--- src/rtl/simd_fpcsr_pkg.sv ---
package simd_fpcsr_pkg;
  localparam int CSR_W      = 32;
  localparam int NUM_FLAGS  = 6;
  localparam int FLAG_LO    = 0;
  localparam int DAZ_POS    = 6;
  localparam int MASK_LO    = 7;
  localparam int RND_LO     = 13;
  localparam int RND_W      = 2;
  localparam int FTZ_POS    = 15;
  localparam int MISAL_POS  = 17;
  localparam logic [CSR_W-1:0] CSR_RESET   = 32'h0000_1F80;
  localparam logic [CSR_W-1:0] CSR_VALID_D = 32'h0002_FFFF;

  typedef struct packed {
    logic [RND_W-1:0]     rnd;
    logic                 daz;
    logic                 ftz;
    logic                 misal;
    logic [NUM_FLAGS-1:0] flags;
    logic [NUM_FLAGS-1:0] masks;
  } csr_fields_t;
endpackage

--- src/rtl/fpcsr_wr_filter.sv ---
module fpcsr_wr_filter #(
  parameter int                  W     = 32,
  parameter logic [W-1:0]        VALID = '1
) (
  input  logic         wr_en,
  input  logic [W-1:0] wr_data,
  output logic         accept,
  output logic         reject
);
  logic [W-1:0] illegal_bits;

  always_comb begin
    illegal_bits = wr_data & ~VALID;
    accept       = wr_en && (illegal_bits == '0);
    reject       = wr_en && (illegal_bits != '0);
  end
endmodule

--- src/rtl/fpcsr_store.sv ---
module fpcsr_store
  import simd_fpcsr_pkg::*;
#(
  parameter int           W     = CSR_W,
  parameter int           REP_W = 8,
  parameter logic [W-1:0] VALID = CSR_VALID_D,
  parameter logic [W-1:0] RSTV  = CSR_RESET
) (
  input  logic             clk,
  input  logic             rst,
  input  logic             accept,
  input  logic             wr_en,
  input  logic [W-1:0]     wr_data,
  input  logic             rep_valid,
  input  logic [REP_W-1:0] rep_flags,
  output logic [W-1:0]     csr_q
);
  localparam int USED = (REP_W < NUM_FLAGS) ? REP_W : NUM_FLAGS;

  logic [W-1:0] base_val;
  logic [W-1:0] rep_mask;
  logic [W-1:0] next_val;

  // Report bits beyond the flag field are ignored.
  genvar gi;
  generate
    for (gi = 0; gi < W; gi++) begin : g_rep
      if (gi >= FLAG_LO && gi < FLAG_LO + USED) begin : g_used
        assign rep_mask[gi] = rep_valid & rep_flags[gi - FLAG_LO];
      end else begin : g_zero
        assign rep_mask[gi] = 1'b0;
      end
    end
  endgenerate

  always_comb begin
    base_val = accept ? wr_data : csr_q;
    next_val = base_val | rep_mask;
  end

  always_ff @(posedge clk) begin
    if (rst) csr_q <= RSTV;
    else     csr_q <= next_val;
  end


  a_r1_reset_value: assert property (@(posedge clk) $past(rst) |-> csr_q == RSTV);

  a_r5_flags_sticky: assert property (@(posedge clk) disable iff (rst)
    (!$past(rst) && !$past(accept)) |->
      ((csr_q[FLAG_LO +: NUM_FLAGS] & $past(csr_q[FLAG_LO +: NUM_FLAGS]))
        == $past(csr_q[FLAG_LO +: NUM_FLAGS])));

  a_r3_reject_holds: assert property (@(posedge clk) disable iff (rst)
    (!$past(rst) && $past(wr_en) && !$past(accept) && !$past(rep_valid)) |-> $stable(csr_q));

  a_r4_upper_untouched: assert property (@(posedge clk) disable iff (rst)
    (!$past(rst) && !$past(accept)) |-> csr_q[W-1:NUM_FLAGS] == $past(csr_q[W-1:NUM_FLAGS]));

  a_r9_reserved_zero: assert property (@(posedge clk) disable iff (rst)
    (csr_q & ~VALID) == '0);
endmodule

--- src/rtl/fpcsr_decode.sv ---
module fpcsr_decode
  import simd_fpcsr_pkg::*;
#(
  parameter int W = CSR_W
) (
  input  logic [W-1:0]       csr,
  output csr_fields_t        f,
  output logic               fault
);
  logic [NUM_FLAGS-1:0] unmasked;

  always_comb begin
    f.rnd   = csr[RND_LO +: RND_W];
    f.daz   = csr[DAZ_POS];
    f.ftz   = csr[FTZ_POS];
    f.misal = csr[MISAL_POS];
    f.flags = csr[FLAG_LO +: NUM_FLAGS];
    f.masks = csr[MASK_LO +: NUM_FLAGS];
  end

  genvar gi;
  generate
    for (gi = 0; gi < NUM_FLAGS; gi++) begin : g_unm
      assign unmasked[gi] = f.flags[gi] & ~f.masks[gi];
    end
  endgenerate

  assign fault = |unmasked;


  a_r8_fault_needs_flag: assert final (!fault || (f.flags != '0));
endmodule

--- src/rtl/simd_fpcsr.sv ---
module simd_fpcsr
  import simd_fpcsr_pkg::*;
#(
  parameter int               REP_W      = 8,
  parameter logic [CSR_W-1:0] VALID_MASK = CSR_VALID_D
) (
  input  logic              clk,
  input  logic              rst,
  input  logic              wr_en,
  input  logic [CSR_W-1:0]  wr_data,
  input  logic              rep_valid,
  input  logic [REP_W-1:0]  rep_flags,
  output logic [CSR_W-1:0]  rd_data,
  output logic [RND_W-1:0]  round_mode,
  output logic              daz,
  output logic              ftz,
  output logic              misalign_mask,
  output logic              fault,
  output logic              wr_err
);
  logic        accept;
  logic        reject;
  logic [CSR_W-1:0] csr_q;
  csr_fields_t fld;
  logic        fault_c;
  logic        err_q;

  fpcsr_wr_filter #(.W(CSR_W), .VALID(VALID_MASK)) u_filter (
    .wr_en(wr_en), .wr_data(wr_data), .accept(accept), .reject(reject)
  );

  fpcsr_store #(.W(CSR_W), .REP_W(REP_W), .VALID(VALID_MASK), .RSTV(CSR_RESET)) u_store (
    .clk(clk), .rst(rst), .accept(accept), .wr_en(wr_en), .wr_data(wr_data),
    .rep_valid(rep_valid), .rep_flags(rep_flags), .csr_q(csr_q)
  );

  fpcsr_decode #(.W(CSR_W)) u_dec (
    .csr(csr_q), .f(fld), .fault(fault_c)
  );

  always_ff @(posedge clk) begin
    if (rst) err_q <= 1'b0;
    else     err_q <= reject;
  end

  assign rd_data       = csr_q;
  assign round_mode    = fld.rnd;
  assign daz           = fld.daz;
  assign ftz           = fld.ftz;
  assign misalign_mask = fld.misal;
  assign fault         = fault_c;
  assign wr_err        = err_q;


  a_r10_err_after_write: assert property (@(posedge clk) disable iff (rst)
    wr_err |-> $past(wr_en));

  a_r2_accept_stores: assert property (@(posedge clk) disable iff (rst)
    (!$past(rst) && $past(accept) && !$past(rep_valid)) |-> rd_data == $past(wr_data));
endmodule

--- config.mk ---
export PLATFORM = sky130hd
export DESIGN_NAME = simd_fpcsr
export DESIGN_NICKNAME = d
export VERILOG_FILES = /design/src/rtl/simd_fpcsr_pkg.sv /design/src/rtl/fpcsr_wr_filter.sv /design/src/rtl/fpcsr_store.sv /design/src/rtl/fpcsr_decode.sv /design/src/rtl/simd_fpcsr.sv
export SDC_FILE = /design/constraint.sdc
export NUM_CORES = 1
export LEC_CHECK = 0
export BUFFER_PORTS_ARGS = -buffer_cell sky130_fd_sc_hd__buf_2
export CAP_MARGIN = 20
export CORE_ASPECT_RATIO = 0.75
export CORE_UTILIZATION = 38
export DETAILED_ROUTE_END_ITERATION = 10
export PLACE_DENSITY = 0.78
export SYNTH_ARGS = -nofsm -noshare
export SYNTH_HDL_FRONTEND = slang
export SYNTH_SLANG_ARGS = --single-unit
--- constraint.sdc ---
create_clock -name clk -period 2.5 [get_ports clk]
set_input_delay 0.25 -clock clk [delete_from_list [all_inputs] [get_ports clk]]
set_output_delay 0.25 -clock clk [all_outputs]
set_load 0.05 [all_outputs]
* Word level (Yosys, flattened, before mapping) *
Cells that the tools add are included.
Widths: inputs -> output; s select.

word-level totals
  bits in registers = 33
  latch bits = 0
  bits in writable memories = 0
  ROM bits = 0
  input bits = 44
  output and inout bits = 39
  word-level logic and storage cells = 27
  memories = 0

operators by class
  add/sub/neg operators = 0
  multipliers = 0
  divide/modulo/power cells = 0
  order comparisons = 0
  equal/unequal tests = 0
  shift-type cells = 0
  mux-type cells = 1
  bitwise logic cells = 19
  reductions and logical operators = 5

operators with widths
  kind                count
  $logic_not 32->1    1
  $mux 32             1
  $or 32x6->32        1
  $reduce_bool 32->1  1
  $and 1x1->1         12
  $not 1->1           6
  $reduce_or 6->1     1
  $logic_and 1x1->1   2

* Logic depth before layout (Yosys ltp) *
  depth in word-level cells = 4
  mapped depth = 6
  mapped depth without buffers = 4

* Hierarchy *
Synthesis repeated with hierarchy kept, for this count alone.

second synthesis, totals
  cell total of the unflattened synthesis = 146
  area total of the unflattened synthesis = 1435.1 um^2

modules (own cells, without submodules)
  module           instances  cells an instance  area each (um^2)  sequential area each (um^2)
  fpcsr_store      1          109                1176.1            640.6
  fpcsr_decode     1          27                 175.2             0.0
  fpcsr_wr_filter  1          8                  50.0              0.0
  simd_fpcsr       1          2                  33.8              20.0

* Worst setup path before layout *
OpenSTA, ideal clock, no wires.

  kind = input-to-reg
  start point = in wr_data[16]
  end point = reg u_store.csr_q[22]
  library setup time = 113 ps
  arrival time = 1857 ps
  data required time = 2387 ps
  path slack = 530 ps
  stages = 6
  path buffers = 2
  cells stage by stage = or4_4 or4_1 buf_6 nor2b_4 buf_6 and2_4

between the ends
  longest elaborated chain between the ends = 4

RTL lines
  what                  line                   RTL
  start, declared       simd_fpcsr.sv:10       input logic [CSR_W-1:0] wr_data,
  $logic_not 32->1      fpcsr_wr_filter.sv:14  accept = wr_en && (illegal_bits == '0);
  $logic_and 1x1->1     fpcsr_wr_filter.sv:14
  $mux 32               fpcsr_store.sv:37      base_val = accept ? wr_data : csr_q;
  $or 32x6->32          fpcsr_store.sv:38      next_val = base_val | rep_mask;
  end signal, assigned  fpcsr_store.sv:43      else csr_q <= next_val;
  end, declared         fpcsr_store.sv:16      output logic [W-1:0] csr_q

Every way passes these cells.
A chain may end at the register's enable or synchronous reset.

* Worst setup path in the final report *
  start point = in wr_data[16]
  end point = reg u_store.csr_q[3]

The elaborated chain is that of the path after synthesis.

==> summary.md <==
| Metric | Value |
|---|---|
| Result of the run | `complete, no violations` |
| Hold-fix buffers, CTS | `0` |
| Max Used Layer | `met3` |
| Tcrit/Tclk final | `78.3%` |
| GRT Total Usage | `16.1%` |
| Area of the core | `3060 µm²` |
| CP delay by family, top | `simple AND/OR/NAND/NOR gates` |
| Worst slack at placement | `239 ps` |
| Max Slew Vio Count | `0` |
| Initial antenna violation count | `0` |
| Flip-flop and latch count after synthesis | `33` |
| Commonest cells after routing, fill and taps aside | `buf_2 (80), dfxtp_1 (33), mux2i_1 (17)` |
| Minimum setup slack in the final design | `541 ps` |
| Post-Route Skew | `0 ps` |
| Tightest Hold Check Type | `primary input to register` |
| Number of buffers created by CTS | `5` |
| Element type at the critical path end | `register` |
| Detailed Route WL | `2.70 mm` |
| Max stage delay on crit path | `740 ps` |
| Cell area after placement | `1650 µm²` |
| IO Port Bufs | `80` |
| Tmin final | `1960 ps` |
| Count of endpoints failing setup in the final report | `0` |
| Cell accounting for the most synthesized area | `dfxtp_1` |
| Maximum fanout encountered on the critical timing path | `13` |
| Post-cts resize count | `0` |
| Unique cell type count in the Yosys netlist | `21` |
| Portion of the post-synthesis area used by sequential elements | `52.2%` |
| Drt first pass iters | `2` |
| Hold Path Cell Cnt | `3` |
| R2r startpoint | `u_store.csr_q[3]$_SDFF_PP0_` |
| Global-route wire length before repair | `4.13 mm` |
| Setup crit start kind | `primary input` |
| Cell row count | `17` |
| Count of buffer and inverter cells on the critical path | `2` |
| Detailed-route vias per instance | `4.57` |
| Count of cell instances traversed by the critical path | `6` |
| Number of global-route vias before repair | `957` |
| Clock tree from TritonCTS | `done` |
| Number of levels in the clock H-tree | `2` |
| Clk Latency, worst-skew pair | `270 ps` |
| Relative slew margins | `75.3%` |
| Vias after detailed routing | `1064` |
| Actual slew at the worst max-slew pin | `371 ps` |
| Hold Fails Final Rpt | `0` |
| Worst R2R Path Depth | `2` |
| Mapped Nets | `160` |
| Area of the die | `3570 µm²` |
| Max-cap violations | `0` |
| Met1 Wirelength | `1.21 mm` |
| Diode insertion count for antenna repair | `0` |
| Num Clock Sinks | `33` |
| Endpoint of the most critical register-to-register path | `u_store.csr_q[3]$_SDFF_PP0_` |
| Worst path cell trace | `buf_2 > or4_4 > or4_1 > buf_12 > mux2i_1 > a21oi_1` |
| Required @ worst endpoint | `2650 ps` |
| Worst voltage drop across the vdd grid | `0.408 mV` |
| Final Instance Area | `1750 µm²` |
| DR WL/cell | `11.6 µm` |
| Static Leakage | `1.01 nW` |
| Number of setup buffers added after CTS | `0` |
| Mapped cell area | `1260 µm²` |
| Average cell area after synthesis | `10.9 µm²` |
| Number of placed I/O pins | `83` |
| Placed wire-length estimate | `2.03 mm` |
| Post-route DRC violation count | `0` |
| Yosys Warn Count | `0` |
| Unrepaired setup endpoints after global routing | `false` |
| Critical-path cell with the highest stage delay | `or4_1` |
| Die Height | `52.0 µm` |
| Most common cell after layout, fill and taps aside | `buf_2` |
| Reg-to-reg slack, setup | `1820 ps` |
| Metal3 WL | `241 µm` |
| Starting utilization of the core area | `41.3%` |
| Fraction of final layout cells with drive strength greater than 1 | `51.8%` |
| Iteration-0 DRC count of the detailed router | `28` |
| Overflow after GRT | `0` |
| Post-layout net count | `238` |
| Power density normalized to cell area | `603 nW/µm²` |
| RePlAce Congestion | `0.672` |
| Max Clock Freq | `0.511 GHz` |
| Number of routed nets with antenna violations | `0` |
| Clk buf depth | `2` |
| Launching element of the worst setup path | `wr_data[16]` |
| Maximum number of pins on one net before global-route repair | `20` |
| Synth-to-Final Area Change | `38.5%` |
| Chip width | `68.6 µm` |
| Main area contributors after synthesis | `dfxtp_1 (52%), mux2i_1 (13%), and2_4 (6.9%), buf_4 (3.6%), nand2b_1 (3.0%)` |
| Clock edge transition at the registers on the reported setup and hold paths | `60 ps` |
| Library cell used as clock root buffer | `clkbuf_8` |
| Post-synthesis instance total | `116` |
| Post-route setup TNS | `0 ps` |
| Data arrival time at the worst-slack endpoint | `2110 ps` |
| Capturing element of the worst setup path | `u_store.csr_q[3]$_SDFF_PP0_` |
| Top cell type's share of synthesized area | `52.2%` |
| Setup Crit Path Kind | `primary input to register` |
| Routed wl met2 | `1.25 mm` |
## per-layer routing
metal,vias up,track usage [%]
met5,-,0
met4,0,7.64
met3,0,5.70
met2,47,27.0
met1,481,18.0
li1,536,-
## final cells by class
class,count,area (µm²)
inverters,6,22.5
repair buffers,81,420
clock buffers,7,96.3
flip-flops and latches,33,661
multi-input cells,67,499
fillers,293,1310
well taps,38,47.5
clock inverters,1,5.00
## sequential cells by signal, indices dropped and copies added, names as in the netlist
name,count
u_store.csr_q,32
wr_err,1
## power by group
part / internal (mW) / total (mW) / switching, mW
clock: 0.249 / 0.428 / 0.180
combinational: 0.0374 / 0.0904 / 0.0530
sequential: 0.533 / 0.538 / 0.00482
## Yosys cell counts
library cell and number:
dfxtp_1 33, mux2i_1 17, and2_4 10, a21oi_1 6
buf_4 6, inv_1 6, nand2_1 6, nand2b_1 6
and2_1 5, nor2_1 5, or4_1 4, buf_6 3
a221oi_1 1, clkbuf_1 1, nor2b_4 1, nor3_1 1
nor3b_1 1, o221ai_1 1, o22ai_1 1, or4_4 1
or4b_1 1
## worst register-to-register path, delay by kind of cell, from the launching register on
family,cells,cell delay [ps]
mux,1,150
flops,1,320
compound gates,1,80
## through the flow
step	utilization [%]	power [mW]	std cells	hold slack, ps
finish	57.2	1.06	233	189
CTS	57.2	1.08	233	179
detailed placement	53.9	0.641	225	440
global placement	53.9	0.640	225	437
global route	57.2	1.11	233	186
floorplan	-	0.599	116	379
## kinds of logic (layout without fill, tap and decap cells)
| kind of cell | count (synthesis) | in the layout | synth area share, % |
|---|---|---|---|
| AND/OR/NAND/NOR | 41 | 41 | 21.8 |
| buffers and inverters | 16 | 95 | 8.31 |
| multiplexers | 17 | 17 | 13.5 |
| AO/OA/AOI/OAI | 9 | 9 | 4.25 |
| flip-flops | 33 | 33 | 52.2 |
## worst min-delay path by stage
| stage | slack (ps) | to | from |
|---|---|---|---|
| 2_1_floorplan | 380 | u_store.csr_q[10]$_SDFFE_PP1N_ | wr_data[10] |
| 4_1_cts | 180 | u_store.csr_q[12]$_SDFFE_PP1N_ | wr_data[12] |
| 5_1_grt | 190 | u_store.csr_q[7]$_SDFFE_PP1N_ | wr_data[7] |
| 3_3_place_gp | 440 | u_store.csr_q[18]$_SDFFE_PP0N_ | u_store.csr_q[18]$_SDFFE_PP0N_ |
| 3_5_place_dp | 440 | u_store.csr_q[19]$_SDFFE_PP0N_ | u_store.csr_q[19]$_SDFFE_PP0N_ |
| 6_report | 190 | u_store.csr_q[7]$_SDFFE_PP1N_ | wr_data[7] |
Note: power is estimated with default switching activity, not from simulation.
